--- src/rtl/ilen_pkg.sv ---
package ilen_pkg;
  localparam int DATA_W = 8;
  localparam int LEN_W  = 3;
  localparam int CNT_W  = 2;

  localparam logic [DATA_W-1:0] SEL_P1 = 8'h18;
  localparam logic [DATA_W-1:0] SEL_P2 = 8'h1A;
  localparam logic [DATA_W-1:0] SEL_P3 = 8'hCD;

  typedef enum logic [1:0] {PG_MAIN, PG_ONE, PG_TWO, PG_THREE} page_e;

  typedef enum logic [2:0] {
    M_INH, M_IMM, M_DIR, M_EXT, M_IDX, M_REL, M_BSC, M_BBR
  } amode_e;

  typedef struct packed {
    logic             ok;
    amode_e           mode;
    logic [CNT_W-1:0] nopnd;
  } opinfo_t;
endpackage

--- src/rtl/ilen_classify.sv ---
module ilen_classify
  import ilen_pkg::*;
(
  input  page_e             page,
  input  logic [DATA_W-1:0] opc,
  output opinfo_t           info
);
  logic [3:0] hi, lo;
  logic       set_a;   // defined columns of rows 0x4/0x5
  logic       set_b;   // defined columns of rows 0x6/0x7

  assign hi = opc[7:4];
  assign lo = opc[3:0];

  always_comb begin
    unique case (lo)
      4'h1, 4'h2, 4'h5, 4'hB, 4'hE: set_a = 1'b0;
      default:                      set_a = 1'b1;
    endcase
    set_b = set_a | (lo == 4'hE);
  end

  function automatic opinfo_t mk(input amode_e m, input logic [CNT_W-1:0] n);
    opinfo_t r;
    r.ok = 1'b1; r.mode = m; r.nopnd = n;
    return r;
  endfunction

  always_comb begin
    info = '{ok: 1'b0, mode: M_INH, nopnd: '0};
    unique case (page)
      PG_MAIN: begin
        case (hi)
          4'h0, 4'h3: info = mk(M_INH, 2'd0);
          4'h1: begin
            case (lo)
              4'h0, 4'h1, 4'h6, 4'h7, 4'h9, 4'hB: info = mk(M_INH, 2'd0);
              4'h2, 4'h3, 4'hE, 4'hF:             info = mk(M_BBR, 2'd3);
              4'h4, 4'h5, 4'hC, 4'hD:             info = mk(M_BSC, 2'd2);
              default: ;
            endcase
          end
          4'h2:       info = mk(M_REL, 2'd1);
          4'h4, 4'h5: if (set_a) info = mk(M_INH, 2'd0);
          4'h6:       if (set_b) info = mk(M_IDX, 2'd1);
          4'h7:       if (set_b) info = mk(M_EXT, 2'd2);
          4'h8, 4'hC: begin
            case (lo)
              4'h7:             ;
              4'hD:             if (hi == 4'h8) info = mk(M_REL, 2'd1);
              4'hF:             info = mk(M_INH, 2'd0);
              4'h3, 4'hC, 4'hE: info = mk(M_IMM, 2'd2);
              default:          info = mk(M_IMM, 2'd1);
            endcase
          end
          4'h9, 4'hD: info = mk(M_DIR, 2'd1);
          4'hA, 4'hE: info = mk(M_IDX, 2'd1);
          default:    info = mk(M_EXT, 2'd2);
        endcase
      end
      PG_ONE: begin
        case (opc)
          8'h08, 8'h09, 8'h30, 8'h35, 8'h38, 8'h3A, 8'h3C, 8'h8F:
                              info = mk(M_INH, 2'd0);
          8'h8C, 8'hCE:       info = mk(M_IMM, 2'd2);
          8'h9C, 8'hDE, 8'hDF: info = mk(M_DIR, 2'd1);
          8'hBC, 8'hFE, 8'hFF: info = mk(M_EXT, 2'd2);
          8'h1C, 8'h1D:       info = mk(M_BSC, 2'd2);
          8'h1E, 8'h1F:       info = mk(M_BBR, 2'd3);
          default: begin
            if ((hi == 4'h6 && set_b) || hi == 4'hA || hi == 4'hE)
              info = mk(M_IDX, 2'd1);
          end
        endcase
      end
      PG_TWO: begin
        case (opc)
          8'h83:                      info = mk(M_IMM, 2'd2);
          8'h93:                      info = mk(M_DIR, 2'd1);
          8'hB3:                      info = mk(M_EXT, 2'd2);
          8'hA3, 8'hAC, 8'hEE, 8'hEF: info = mk(M_IDX, 2'd1);
          default: ;
        endcase
      end
      default: begin
        case (opc)
          8'hA3, 8'hAC, 8'hEE, 8'hEF: info = mk(M_IDX, 2'd1);
          default: ;
        endcase
      end
    endcase
  end


  always_comb begin
    if (page == PG_THREE && info.ok)
      r11_page3_idx_chk: assert (info.mode == M_IDX);
  end
endmodule

--- src/rtl/ilen_framer.sv ---
module ilen_framer
  import ilen_pkg::*;
(
  input  logic              clk,
  input  logic              rst,
  input  logic              byte_valid,
  input  logic [DATA_W-1:0] byte_in,
  input  opinfo_t           info,
  output page_e             page_sel,
  output logic              sop_o,
  output logic              eoi_o,
  output logic [LEN_W-1:0]  len_o,
  output logic [2:0]        mode_o,
  output logic [1:0]        page_o,
  output logic              illegal_o
);
  typedef enum logic [1:0] {S_FIRST, S_OPC, S_OPND} st_e;

  st_e              st_q;
  page_e            page_q;
  logic [CNT_W-1:0] rem_q;
  logic [LEN_W-1:0] plen_q;
  amode_e           pmode_q;

  logic             is_sel;
  page_e            sel_code;
  logic [LEN_W-1:0] hdr_len;

  always_comb begin
    is_sel   = 1'b1;
    sel_code = PG_MAIN;
    case (byte_in)
      SEL_P1:  sel_code = PG_ONE;
      SEL_P2:  sel_code = PG_TWO;
      SEL_P3:  sel_code = PG_THREE;
      default: is_sel   = 1'b0;
    endcase
  end

  assign page_sel = (st_q == S_OPC) ? page_q : PG_MAIN;
  assign hdr_len  = (page_sel == PG_MAIN) ? LEN_W'(1) : LEN_W'(2);

  always_ff @(posedge clk) begin
    if (rst) begin
      st_q      <= S_FIRST;
      page_q    <= PG_MAIN;
      rem_q     <= '0;
      plen_q    <= '0;
      pmode_q   <= M_INH;
      sop_o     <= 1'b0;
      eoi_o     <= 1'b0;
      illegal_o <= 1'b0;
      len_o     <= '0;
      mode_o    <= '0;
      page_o    <= '0;
    end else begin
      sop_o     <= 1'b0;
      eoi_o     <= 1'b0;
      illegal_o <= 1'b0;
      if (byte_valid) begin
        if (st_q == S_OPND) begin
          rem_q <= rem_q - 1'b1;
          if (rem_q == CNT_W'(1)) begin
            eoi_o  <= 1'b1;
            len_o  <= plen_q;
            mode_o <= pmode_q;
            page_o <= page_q;
            st_q   <= S_FIRST;
          end
        end else if (st_q == S_FIRST && is_sel) begin
          sop_o  <= 1'b1;
          page_q <= sel_code;
          st_q   <= S_OPC;
        end else begin
          if (st_q == S_FIRST) begin
            sop_o  <= 1'b1;
            page_q <= PG_MAIN;
          end
          if (!info.ok || info.nopnd == '0) begin
            eoi_o     <= 1'b1;
            illegal_o <= !info.ok;
            len_o     <= hdr_len;
            mode_o    <= info.ok ? info.mode : M_INH;
            page_o    <= page_sel;
            st_q      <= S_FIRST;
          end else begin
            rem_q   <= info.nopnd;
            plen_q  <= hdr_len + LEN_W'(info.nopnd);
            pmode_q <= info.mode;
            st_q    <= S_OPND;
          end
        end
      end
    end
  end


  illegal_ends_chk: assert property (@(posedge clk) disable iff (rst)
    illegal_o |-> eoi_o);

  idle_quiet_chk: assert property (@(posedge clk) disable iff (rst)
    !byte_valid |=> (!sop_o && !eoi_o));

  sop_only_first_chk: assert property (@(posedge clk) disable iff (rst)
    (byte_valid && st_q != S_FIRST) |=> !sop_o);

  sel_adds_byte_chk: assert property (@(posedge clk) disable iff (rst)
    (eoi_o && !illegal_o && page_o != 2'd0) |-> len_o >= LEN_W'(2));

  inh_len_chk: assert property (@(posedge clk) disable iff (rst)
    (eoi_o && !illegal_o && mode_o == M_INH) |->
      len_o == ((page_o == 2'd0) ? LEN_W'(1) : LEN_W'(2)));

  bbr_len_chk: assert property (@(posedge clk) disable iff (rst)
    (eoi_o && mode_o == M_BBR) |->
      len_o == ((page_o == 2'd0) ? LEN_W'(4) : LEN_W'(5)));
endmodule

--- src/rtl/ilen_decoder.sv ---
module ilen_decoder
  import ilen_pkg::*;
(
  input  logic              clk,
  input  logic              rst,
  input  logic              byte_valid,
  input  logic [DATA_W-1:0] byte_in,
  output logic              sop_o,
  output logic              eoi_o,
  output logic [LEN_W-1:0]  len_o,
  output logic [2:0]        mode_o,
  output logic [1:0]        page_o,
  output logic              illegal_o
);
  page_e   page_sel;
  opinfo_t info;

  ilen_classify u_cls (
    .page (page_sel),
    .opc  (byte_in),
    .info (info)
  );

  ilen_framer u_frm (
    .clk        (clk),
    .rst        (rst),
    .byte_valid (byte_valid),
    .byte_in    (byte_in),
    .info       (info),
    .page_sel   (page_sel),
    .sop_o      (sop_o),
    .eoi_o      (eoi_o),
    .len_o      (len_o),
    .mode_o     (mode_o),
    .page_o     (page_o),
    .illegal_o  (illegal_o)
  );
endmodule

--- config.mk ---
export PLATFORM = sky130hd
export DESIGN_NAME = ilen_decoder
export DESIGN_NICKNAME = d
export VERILOG_FILES = /design/src/rtl/ilen_pkg.sv /design/src/rtl/ilen_classify.sv /design/src/rtl/ilen_framer.sv /design/src/rtl/ilen_decoder.sv
export SDC_FILE = /design/constraint.sdc
export NUM_CORES = 1
export LEC_CHECK = 0
export ABC_AREA = 1
export BUFFER_PORTS_ARGS = -buffer_cell sky130_fd_sc_hd__buf_2
export CAP_MARGIN = 20
export CORE_UTILIZATION = 40
export DETAILED_ROUTE_END_ITERATION = 7
export GPL_TIMING_DRIVEN = 0
export PLACE_DENSITY = 0.62
export SLEW_MARGIN = 20
export SYNTH_ARGS = -nofsm -noshare
export SYNTH_HDL_FRONTEND = slang
export SYNTH_SLANG_ARGS = --single-unit
export TNS_END_PERCENT = 50
--- constraint.sdc ---
create_clock -name clk -period 4.5 [get_ports clk]
set_clock_uncertainty 0.05 [all_clocks]
set_input_delay 0.45 -clock clk [delete_from_list [all_inputs] [get_ports clk]]
set_output_delay 0.45 -clock clk [all_outputs]
set_load 0.005 [all_outputs]
# Word-level counts from Yosys, hierarchy flattened
# Index checks and enable logic that the tools add are counted.
dict set report totals {
  ff_bits 23
  latch_bits 0
  ram_bits 0
  romBits 0
  inputBits 11
  output_inout_bits 11
  word_cells 166
  n_memories 0
}
dict set report op_classes {
  n_addsub 2
  multipliers 0
  div_mod_pow 0
  magnitude_cmp 0
  n_eq_ne 64
  shifts 0
  muxes 45
  n_bitwise 5
  n_reduce_logical 39
}
# op n
set op_table {}
lappend op_table {{$eq A8 B8 Y1 const B} 17}
lappend op_table {{$pmux W6 S9} 1}
lappend op_table {{$eq A4 B4 Y1 const B} 12}
lappend op_table {{$eq A8 B5 Y1 const B} 6}
lappend op_table {{$pmux W6 S4} 2}
lappend op_table {{$eq A8 B6 Y1 const B} 5}
lappend op_table {{$mux W6} 6}
lappend op_table {{$pmux W6 S3} 2}
lappend op_table {{$pmux W6 S6} 1}
lappend op_table {{$eq A4 B3 Y1 const B} 8}
lappend op_table {{$mux W2} 15}
lappend op_table {{$mux W3} 9}
lappend op_table {{$reduce_or A2 Y1} 9}
lappend op_table {{$eq A4 B2 Y1 const B} 4}
lappend op_table {{$eq A8 B4 Y1 const B} 2}
lappend op_table {{$reduce_or A3 Y1} 5}
lappend op_table {{$reduce_or A4 Y1} 3}
lappend op_table {{$reduce_or A5 Y1} 2}
lappend op_table {{$eq A4 B1 Y1 const B} 2}
lappend op_table {{$logic_not A4 Y1} 2}
lappend op_table {{$mux W1} 8}
lappend op_table {{$reduce_and A4 Y1} 2}
lappend op_table {{$reduce_or A8 Y1} 1}
lappend op_table {{$eq A2 B1 Y1 const B} 3}
lappend op_table {{other kinds (16)} 28}

# Logic depth before layout (Yosys ltp)
# Gate-level depths: netlist of the first run.
dict set report depth {
  depth_word 15
  ltp_mapped 19
  depth_no_buf 19
}

# Modules after synthesis
# From an unflattened synthesis of the first run, not the netlist that was laid out.
dict set report hier_totals {
  hier_cells 364
  hier_area_um2 2079.5
}
# mod instances cells_per_inst area_per_inst_um2 seq_area_each_um2
set by_module_without_submodules {}
lappend by_module_without_submodules {ilen_framer 1 195 1288.7 460.4}
lappend by_module_without_submodules {ilen_classify 1 169 790.8 0.0}

# Worst setup path before layout of the first run
# No wires, ideal clock.
dict set report synth_timing {
  kind {input to register}
  from {in byte_in[7]}
  to {reg u_frm.plen_q[1]}
  setup_time_ps 113
  t_arrival_ps 2298
  required_ps 4337
  setup_slack_ps 2039
  cell_stages 16
  n_path_buf 1
  cell_sequence {buf_4 -> nor2_2 -> nand3_1 -> o21ai_1 -> nor2_1 -> nand3_1 -> a21oi_1 -> nand2_1 -> nand2_4 -> inv_1 -> ha_1 -> inv_1 -> fa_1 -> inv_1 -> nor2_1 -> nor2_1}
}
dict set report synth_via {
  elab_chain_cells 11
}
# item line
set synth_rtl {}
lappend synth_rtl {{from (decl)} ilen_decoder.sv:7} ;# input logic [DATA_W-1:0] byte_in,
lappend synth_rtl {{parallel branches: the longest is 11 deep, another holds $add A3 B2 Y3} n/a}
lappend synth_rtl {{to (signal assigned)} ilen_framer.sv:88} ;# plen_q <= hdr_len + LEN_W'(info.nopnd);
lappend synth_rtl {{to (decl)} ilen_framer.sv:22} ;# logic [LEN_W-1:0] plen_q;
# Parallel ways; which one is timed is not known.
# A chain may end at the register's enable or synchronous reset.

# Final worst setup path of the first run
# Same ends and word-level chain as after synthesis.

==> impl_metrics.py, run 1 <==
metrics = {
    "synth": {
        "synth_edf_count": 0,
        "synth.area.top_cells": "dfxtp_1, nand2_1, nor2_1, inv_1, nand3_1",
        "seq_area_frac_synth_pct": 23.8,
        "netlist.area_leader.share_pct": 23.8,
        "syn_inst": 342,
        "synth_warnings": 0,
        "synth_top_flop_cell": "dfxtp_1",
        "ys_seq_elements": 23,
        "synth.avg_cell_area_um2": 5.65,
        "synth_fp_nets": 356,
        "synth_area_um2": 1930,
        "synth_cell_type_count": 34,
        "synth.largest_area_cell": "dfxtp_1",
        "synthArstFlopShare_pct": 0,
    },
    "critical_path": {
        "worst_setup_path_end_kind": "register",
        "max_stage_delay_ns": 0.47,
        "rrSetupSlack_ns": 1.99,
        "critPathArrivalTime_ns": 2.70,
        "rr_endpoint": "u_frm.plen_q[1]",
        "slowest_stage": "fa_1",
        "path_class": "primary input to register",
        "critPathLaunchType": "primary input",
        "path_delay_family": "simple AND/OR/NAND/NOR gates",
        "r2r-start": "u_frm.st_q[1]",
        "cp.required_ns": 4.62,
        "path_cells": "buf_4, nor2_2, nand3_1, o21ai_1, nor2_1, nand3_1, a21oi_1, nand2_1, nand2_4, inv_1, ha_1, inv_1, fa_1, inv_1, nor2_1, nor2_1",
        "crit_buf_inv": 4,
        "crit_fanout": 9,
        "reg2regPathDepth": 12,
    },
    "hold_path": {
        "hold_depth": 2,
        "hp-class": "primary input to register",
        "hold_end": "u_frm.st_q[1]",
        "hp-start": "rst",
    },
    "flow_run": {
        "drv_cap": 0,
    },
    "sta": {
        "setup_ws_ns": 1.92,
        "rsz0062_at_grt": "no",
        "hold_viol": 0,
        "layout_min_cycle_time_ns": 2.58,
        "layout_worst_path_cycle_share_pct": 57.2,
        "tns_ns": 0,
        "worst_pin_slew_ns": 0.712,
        "relSlewSlack_pct": 52.3,
        "setup_violations": 0,
        "finalMaxSlewViolations": 0,
        "clock.fmax_mhz": 388,
    },
    "cells_and_area": {
        "mostFrequentLayoutCells": "nand2_1, nor2_1, inv_1, nand3_1, dfxtp_1",
        "fill_cells": 495,
        "multi_input_area_um2": 1240,
        "layout-drive-gt1-share_pct": 13.7,
        "num_antenna_cells": 0,
        "finalNetCount": 380,
        "seq_area_um2": 460,
        "syn2layout_area_growth_pct": 10.7,
        "final_common_cell": "nand2_1",
    },
    "grt": {
        "grt_pass1_wl_mm": 8.19,
        "grt_max_degree": 14,
        "grt_pass1_vias": 1820,
        "antenna_found_initial": 0,
        "grt-ovfl-total": 0,
        "track_usage_pct": 19.9,
    },
    "clock_tree": {
        "h-tree-depth": 1,
        "clkTransAtPathRegs_ns": 0.08,
        "cts-root-buf": "clkbuf_8",
        "clock_path_buffers": 2,
        "cts_setup_buffers": 0,
        "hold_buffers": 0,
        "clock-sinks": 23,
        "cts_tree": "done",
        "cts_made_buffers": 3,
        "cts_resized": 0,
        "clk_latency_ns": 0.27,
    },
    "placement": {
        "post-place-ws_ns": 1.68,
        "port_buffers": 19,
        "dp_hpwl_mm": 3.85,
        "gp_congestion": 0.911,
    },
    "routing": {
        "drtIter0Drc": 110,
        "viasPerCell": 5.06,
        "firstDrtPassIters": 4,
        "wl_per_cell_um": 11.6,
        "vias": 2111,
        "final_antenna_net_count": 0,
        "totalWireLength_mm": 4.82,
        "drc": 0,
    },
    "power": {
        "ir_worst_vdd_mv": 0.124,
        "p_per_area_nw_per_um2": 260,
        "power_leakage_uw": 0.00113,
    },
    "floorplan": {
        "dieHeight_um": 71.5,
        "die-area_um2": 5110,
        "start_util_pct": 42.9,
        "row_count": 24,
        "die_w_um": 71.5,
        "ios": 22,
        "design.core.area_um2": 4500,
    },
    "outcome": {
        "outcome": "complete, no violations",
    },
}
[sequential cells by signal (all words and copies together) (netlist names)]
name	flops
u_frm.plen_q	3
u_frm.mode_o	3
u_frm.eoi_o	1
u_frm.sop_o	1
u_frm.pmode_q	3
u_frm.page_q	2
u_frm.len_o	3
u_frm.st_q	2
u_frm.illegal_o	1
u_frm.page_o	2
u_frm.rem_q	2
[cell type report]
cell class              count  area share, %
multi-input cells         263           58.0
flip-flops and latches     23           21.5
inverters                  49           8.61
repair buffers             19           4.45
well taps                  52           3.04
plain buffers               7           2.17
clock buffers               3           1.93
clock inverters             1          0.234
[logic make-up after synthesis]
kind of cell	after synthesis	synth area share (%)
compound gates	45	12.7
flops	23	23.8
buf+inv	56	11.9
mux	1	0.518
simple gates	214	48.7
fa+ha+maj	3	2.33
[synth_stat cells (3+ instances only)]
cell	n
nand2_1	95
inv_2	8
clkbuf_1	3
inv_1	41
nand3b_1	3
nand2_4	3
nand3_1	28
dfxtp_1	23
o21ai_0	12
nand4_1	5
nor2_1	62
nand2_2	3
nor3_1	4
nor2_2	6
o21ai_1	6
a21oi_1	18
[where the power goes]
part	total [uW]	switching, uW	internal, uW
registers	235	9.54	226
logic	189	121	67.7
clock network	132	69.7	62.0
total	555	200	355
[worst reg2reg max path, cell delays in order (launching register included)]
cell,delay [ns]
dfxtp_1,0.39
nor3_1,0.12
nor2_1,0.57
a21oi_1,0.15
nand2_1,0.14
nand2_4,0.08
inv_1,0.07
ha_1,0.13
inv_1,0.05
fa_1,0.47
inv_1,0.04
nor2_1,0.09
nor2_1,0.05
[per-stage QoR]
stage | total power (uW) | instances | utilization (%) | area, um2 | hold slack (ns)
6_report | 555 | 417 | 47.4 | 2140 | 0.385
2_1_floorplan | 378 | 342 | - | 1930 | 0.380
4_1_cts | 564 | 417 | 47.4 | 2140 | 0.370
3_5_place_dp | 428 | 413 | 46.4 | 2090 | 0.405
3_3_place_gp | 426 | 413 | 46.4 | 2090 | 0.401
5_1_grt | 602 | 417 | 47.4 | 2140 | 0.370
[worst max path at each step]
stage	to	cells after the start	slack, ns	start
CTS	u_frm.plen_q[1]	16	1.98	byte_in[7]
global route	u_frm.plen_q[1]	13	1.73	u_frm.page_q[0]
floorplan	u_frm.plen_q[1]	16	2.04	byte_in[7]
global placement	u_frm.plen_q[1]	17	1.71	byte_in[4]
finish	u_frm.plen_q[1]	16	1.92	byte_in[7]
detailed placement	u_frm.plen_q[1]	16	1.68	byte_in[7]
[per-layer routing]
metal | vias up | share of wire (%) | routed length (um) | global-route usage (%)
li1 | 1135 | - | - | -
met1 | 935 | 53 | 2570 | 28.7
met2 | 35 | 42 | 2020 | 31.0
met3 | 6 | 3.9 | 188 | 4.22
met4 | 0 | 0.87 | 42 | 3.70
met5 | - | 0 | 0 | 0
Note: power is estimated with default switching activity, not from simulation.
==> run 2: changes to the inputs <==
Settings changed: ABC_AREA 1 to 0.
Clock period 4.5 ns to 2.6 ns, I/O delays scaled along.
==> impl_metrics.py, run 2 <==
metrics = {
    "outcome": {
        "outcome": "complete, no violations",
    },
    "sta": {
        "clock.fmax_mhz": 391,
        "hold_viol": 0,
        "rsz0062_at_grt": "yes",
        "finalMaxSlewViolations": 0,
        "tns_ns": 0,
        "layout_min_cycle_time_ns": 2.56,
        "worst_pin_slew_ns": 0.559,
        "hold_slack_ns": 0.320,
        "setup_violations": 0,
        "layout_worst_path_cycle_share_pct": 98.4,
        "relSlewSlack_pct": 62.5,
    },
    "synth": {
        "synth.area.top_cells": "dfxtp_1, nand2_1, mux2i_1, nor2b_1, nor2_1",
        "ys_seq_elements": 23,
        "ys_top_cells_by_count": "nand2_1, dfxtp_1, nor2_1",
        "synth_area_um2": 2040,
        "netlist.area_leader.share_pct": 22.6,
        "synthArstFlopShare_pct": 0,
        "synth_top_flop_cell": "dfxtp_1",
        "synth_edf_count": 0,
        "synth.largest_area_cell": "dfxtp_1",
        "seq_area_frac_synth_pct": 22.6,
        "synth_cell_type_count": 69,
        "synth_fp_nets": 275,
        "synth_warnings": 0,
        "synth_most_common_cell": "nand2_1",
        "synth.avg_cell_area_um2": 7.80,
        "syn_inst": 261,
    },
    "placement": {
        "gp_congestion": 0.951,
        "dp.cells": 345,
        "dp_hpwl_mm": 4.06,
        "port_buffers": 17,
    },
    "flow_run": {
        "drv_cap": 0,
    },
    "critical_path": {
        "max_stage_delay_ns": 0.54,
        "crit_fanout": 5,
        "critPathLaunchType": "register",
        "path_cells": "and2b_2, nand3b_4, or4_4, o21ai_4, o31a_1, buf_6, ha_4, inv_2, fa_1, o211ai_1, o211a_1",
        "cp.required_ns": 2.72,
        "worst_setup_path_end_kind": "register",
        "critPathArrivalTime_ns": 2.68,
        "slowest_stage": "or4_4",
        "path_class": "register to register",
    },
    "grt": {
        "grt_max_degree": 14,
        "grt_pass1_wl_mm": 8.92,
        "antenna_found_initial": 0,
        "grt_pass1_vias": 1856,
        "busiest_layer": "met2",
        "grt.met3_usage_pct": 3.02,
        "track_usage_pct": 21.5,
        "grtUsageMet2_pct": 34.3,
        "use_met1_pct": 29.6,
        "grt-ovfl-total": 0,
    },
    "floorplan": {
        "design.core.area_um2": 4820,
        "die_w_um": 73.3,
        "dieHeight_um": 73.3,
        "die-area_um2": 5380,
        "row_count": 25,
        "ios": 22,
        "start_util_pct": 42.3,
    },
    "cells_and_area": {
        "num_antenna_cells": 0,
        "instances_no_fill": 353,
        "finalNetCount": 301,
        "layout-drive-gt1-share_pct": 25.5,
        "mostFrequentLayoutCells": "nand2_1, buf_2, dfxtp_1, nor2_1, nor2b_1",
        "syn2layout_area_growth_pct": 16.5,
        "finalCoreUtilization_pct": 49.2,
        "final_common_cell": "nand2_1",
        "fill_cells": 505,
    },
    "power": {
        "comb_power_share_pct": 34.1,
        "seq_power_share_pct": 41.7,
        "ir_worst_vdd_mv": 0.187,
        "p_per_area_nw_per_um2": 392,
        "switching_power_uw": 314,
        "power_leakage_uw": 0.000997,
        "totalPowerFinal_uw": 930,
        "p_int_uw": 616,
        "swShare_pct": 33.8,
        "clockPowerShare_pct": 24.2,
    },
    "clock_tree": {
        "cts-root-buf": "clkbuf_8",
        "clk_latency_ns": 0.27,
        "clock-sinks": 23,
        "h-tree-depth": 1,
        "cts_tree": "done",
        "cts_made_buffers": 3,
        "clock_path_buffers": 2,
        "clkTransAtPathRegs_ns": 0.09,
    },
    "hold_path": {
        "hp-class": "primary input to register",
    },
    "routing": {
        "totalWireLength_mm": 5.47,
        "firstDrtPassIters": 4,
        "final_antenna_net_count": 0,
        "wl_per_cell_um": 15.5,
        "viasPerCell": 5.82,
        "vias": 2055,
        "drc": 0,
        "drtIter0Drc": 140,
    },
}
-- run 2: cell count changes in the layout (fill, tap and decap cells not counted), sizes merged, moves of 5 or more --
cell    change
nand3      -21
o211ai      +7
mux2i       +7
nor3        +5
buf        +13
nand2      -75
nor2b      +12
nor2       -52
a21oi       -7
inv        -39
nand2b      +9
-- run 2: worst max-delay path: cells and delay by family, from the launching register on --
kind | cells | cell delay (ns)
DFF | 1 | 0.35
buffers and inverters | 2 | 0.13
and+or+nand+nor | 3 | 0.90
AOI/OAI and AO/OA | 4 | 0.46
adders and majority gates | 2 | 0.59
-- run 2: layout make-up --
cell class                 instances  area [um2]  area share (%)
sequential                        23         465            19.6
multi-input combinational        209        1510            63.7
clock buffer                       3        41.3            1.74
inverter                          10        40.0            1.69
clock inverter                     1        5.00           0.211
timing repair buffer              22         123            5.17
buffer                            18         104            4.38
tap                               67        83.8            3.53
-- run 2: logic make-up after synthesis --
family                     share of synthesized area [%]
muxes                                               5.41
buffers and inverters                               6.82
and+or+nand+nor                                     35.5
xor gates and xnor gates                           0.861
DFF                                                 22.6
AOI/OAI and AO/OA                                   26.6
adders and majority gates                           2.21
-- run 2: timing repair --
| item | in CTS | in global routing |
|---|---|---|
| pin swaps | 2 | 2 |
| resized for setup | 7 | 5 |
| hold buffers | 0 | 0 |
| endpoints found under the setup margin | 2 | 4 |
| gates cloned | 0 | 0 |
| setup buffers | 5 | 0 |
-- run 2: worst paths after layout --
path	from	endpoint	slack, ns	cells after the start
max	u_frm.st_q[1]	u_frm.plen_q[1]	0.04	11
max reg2reg	u_frm.st_q[1]	u_frm.plen_q[1]	0.04	11
min	byte_valid	u_frm.st_q[0]	0.32	3
min reg2reg	u_frm.page_o[0]	u_frm.page_o[0]	0.41	2
-- run 2: power groups by stage --
| stage | clock (uW) | sequential, uW | combinational [uW] |
|---|---|---|---|
| floorplan | 0 | 397 | 226 |
| global placement | 0 | 398 | 298 |
| detailed placement | 0 | 398 | 299 |
| CTS | 231 | 387 | 310 |
| global route | 249 | 391 | 350 |
| finish | 225 | 388 | 317 |
-- run 2: metrics by stage --
step	setup WS (ns)	instance area, um2
2_1_floorplan	0.0109	2080
3_5_place_dp	-0.395	2250
5_1_grt	-0.105	2370
6_report	0.0409	2370
3_3_place_gp	-0.385	2250
4_1_cts	0.00677	2350
-- run 2: routing by layer --
layer / part of all wire, % / up-vias
li1: - / 1022
met1: 48 / 946
met2: 44 / 80
met3: 6.5 / 7
met4: 1.5 / 0
met5: 0 / -
==> run 3: changes to the inputs <==
Settings changed: CORE_ASPECT_RATIO from default to 0.9, SETUP_SLACK_MARGIN from default to 0.4.
Clock period 2.6 ns to 2.8 ns, I/O delays scaled along.
==> impl_metrics.py, run 3 (synthesized netlist as in run 2, its figures left out) <==
metrics = {
    "outcome": {
        "outcome": "complete, no violations",
    },
    "routing": {
        "drc": 0,
        "vias": 2129,
        "firstDrtPassIters": 5,
        "drtIter0Drc": 129,
        "viasPerCell": 5.98,
        "final_antenna_net_count": 0,
        "wl_per_cell_um": 16.0,
        "totalWireLength_mm": 5.70,
    },
    "critical_path": {
        "slowest_stage": "or4_4",
        "rr_endpoint": "u_frm.plen_q[1]",
        "critPathLaunchType": "register",
        "reg2regPathDepth": 11,
        "path_cells": "and2b_2, nand3b_4, or4_4, o21ai_4, o31a_1, buf_6, ha_4, inv_1, fa_1, o211ai_1, o211a_1",
        "cp.required_ns": 2.92,
        "rrSetupSlack_ns": 0.22,
        "crit_fanout": 5,
        "worst_setup_path_end_kind": "register",
        "crit_start": "u_frm.st_q[1]",
        "r2r-start": "u_frm.st_q[1]",
        "path_delay_family": "simple AND/OR/NAND/NOR gates",
        "max_stage_delay_ns": 0.54,
        "crit_buf_inv": 2,
        "path_depth": 11,
        "path_class": "register to register",
        "critPathArrivalTime_ns": 2.70,
    },
    "hold_path": {
        "hold_depth": 3,
        "hp-class": "primary input to register",
        "hold_end": "u_frm.st_q[0]",
        "hp-start": "byte_valid",
    },
    "placement": {
        "gp_congestion": 0.881,
        "port_buffers": 17,
        "dpl_cell_area_um2": 2270,
        "dp_hpwl_mm": 4.13,
        "post-place-ws_ns": -0.163,
    },
    "floorplan": {
        "start_util_pct": 41.8,
        "row_count": 24,
        "design.core.area_um2": 4860,
        "ios": 22,
        "die-area_um2": 5380,
        "dieHeight_um": 69.7,
        "die_w_um": 77.2,
    },
    "sta": {
        "worst_pin_slew_ns": 0.730,
        "layout_worst_path_cycle_share_pct": 92.2,
        "setup_ws_ns": 0.219,
        "tns_ns": 0,
        "relSlewSlack_pct": 50.7,
        "hold_viol": 0,
        "setup_violations": 0,
        "clock.fmax_mhz": 387,
        "finalMaxSlewViolations": 0,
        "layout_min_cycle_time_ns": 2.58,
        "rsz0062_at_grt": "yes",
    },
    "clock_tree": {
        "hold_buffers": 0,
        "clock-sinks": 23,
        "cts_tree": "done",
        "clk_latency_ns": 0.27,
        "h-tree-depth": 1,
        "clock_path_buffers": 2,
        "clkTransAtPathRegs_ns": 0.09,
        "cts_made_buffers": 3,
        "cts-root-buf": "clkbuf_8",
    },
    "grt": {
        "grt_max_degree": 14,
        "track_usage_pct": 21.1,
        "grt_pass1_vias": 1868,
        "grt-ovfl-total": 0,
        "grt_pass1_wl_mm": 9.16,
        "antenna_found_initial": 0,
    },
    "flow_run": {
        "drv_cap": 0,
    },
    "cells_and_area": {
        "finalNetCount": 306,
        "num_antenna_cells": 0,
        "final_area_um2": 2480,
        "final_common_cell": "nand2_1",
        "fill_cells": 492,
        "mostFrequentLayoutCells": "nand2_1, buf_2, dfxtp_1, nor2_1, buf_4",
        "syn2layout_area_growth_pct": 21.9,
        "layout-drive-gt1-share_pct": 27.8,
    },
    "power": {
        "power_leakage_uw": 0.00104,
        "ir_worst_vdd_mv": 0.169,
        "p_per_area_nw_per_um2": 356,
    },
}
[run 3: cell types whose count changed in the layout (fill, tap and decap cells not counted), sizes merged]
cell,previous run,this run
clkbuf,7,9
buf,36,39
[run 3: area by class of cell]
type	instances	area, um2	area share, %
Buffer	19	114	4.59
Clock buffer	3	41.3	1.66
Clock inverter	1	5.00	0.202
Inverter	10	40.0	1.61
Multi-Input combinational cell	209	1570	63.2
Sequential cell	23	468	18.9
Tap cell	65	81.3	3.28
Timing Repair Buffer	26	165	6.65
[run 3: worst max path at each step]
stage | to | slack, ns
finish | u_frm.plen_q[1] | 0.22
global route | u_frm.plen_q[1] | 0.1
CTS | u_frm.plen_q[1] | 0.21
detailed placement | u_frm.plen_q[1] | -0.16
global placement | u_frm.plen_q[1] | -0.17
floorplan | u_frm.plen_q[1] | 0.21
[run 3: worst register-to-register path, stage by stage (launching register included)]
cell and delay, ns:
dfxtp_4 0.35, and2b_2 0.27, nand3b_4 0.10, or4_4 0.54
o21ai_4 0.08, o31a_1 0.15, buf_6 0.11, ha_4 0.11
inv_1 0.04, fa_1 0.47, o211ai_1 0.08, o211a_1 0.15
[run 3: per-layer routing]
layer	wire, um	track usage, %	part of all wire, %
met1	2780	31.0	49
met2	2480	32.2	43
met3	385	3.82	6.8
met4	59	3.98	1.0
met5	0	0	0
[run 3: report_power, final]
group / total (uW) / switching (uW) / internal, uW / leakage [uW]
Combinational: 312 / 179 / 133 / 0.000829
Sequential: 359 / 10.8 / 349 / 0.000189
Clock: 213 / 114 / 99.6 / 0.0000255
Total: 885 / 304 / 581 / 0.00104
[run 3: timing repair]
| action | in CTS | in global routing |
|---|---|---|
| endpoints found under the setup margin | 8 | 12 |
| gates resized for setup | 10 | 9 |
| pin swaps | 4 | 5 |
| buffers inserted | 6 | 3 |
[run 3: stage by stage]
| stage | hold slack [ns] | utilization, % | instances | power (uW) |
|---|---|---|---|---|
| finish | 0.325 | 51.0 | 356 | 885 |
| global route | 0.368 | 51.0 | 356 | 932 |
| global placement | 0.392 | 46.8 | 343 | 649 |
| detailed placement | 0.399 | 46.8 | 343 | 652 |
| floorplan | 0.387 | - | 261 | 582 |
| CTS | 0.323 | 49.6 | 353 | 877 |
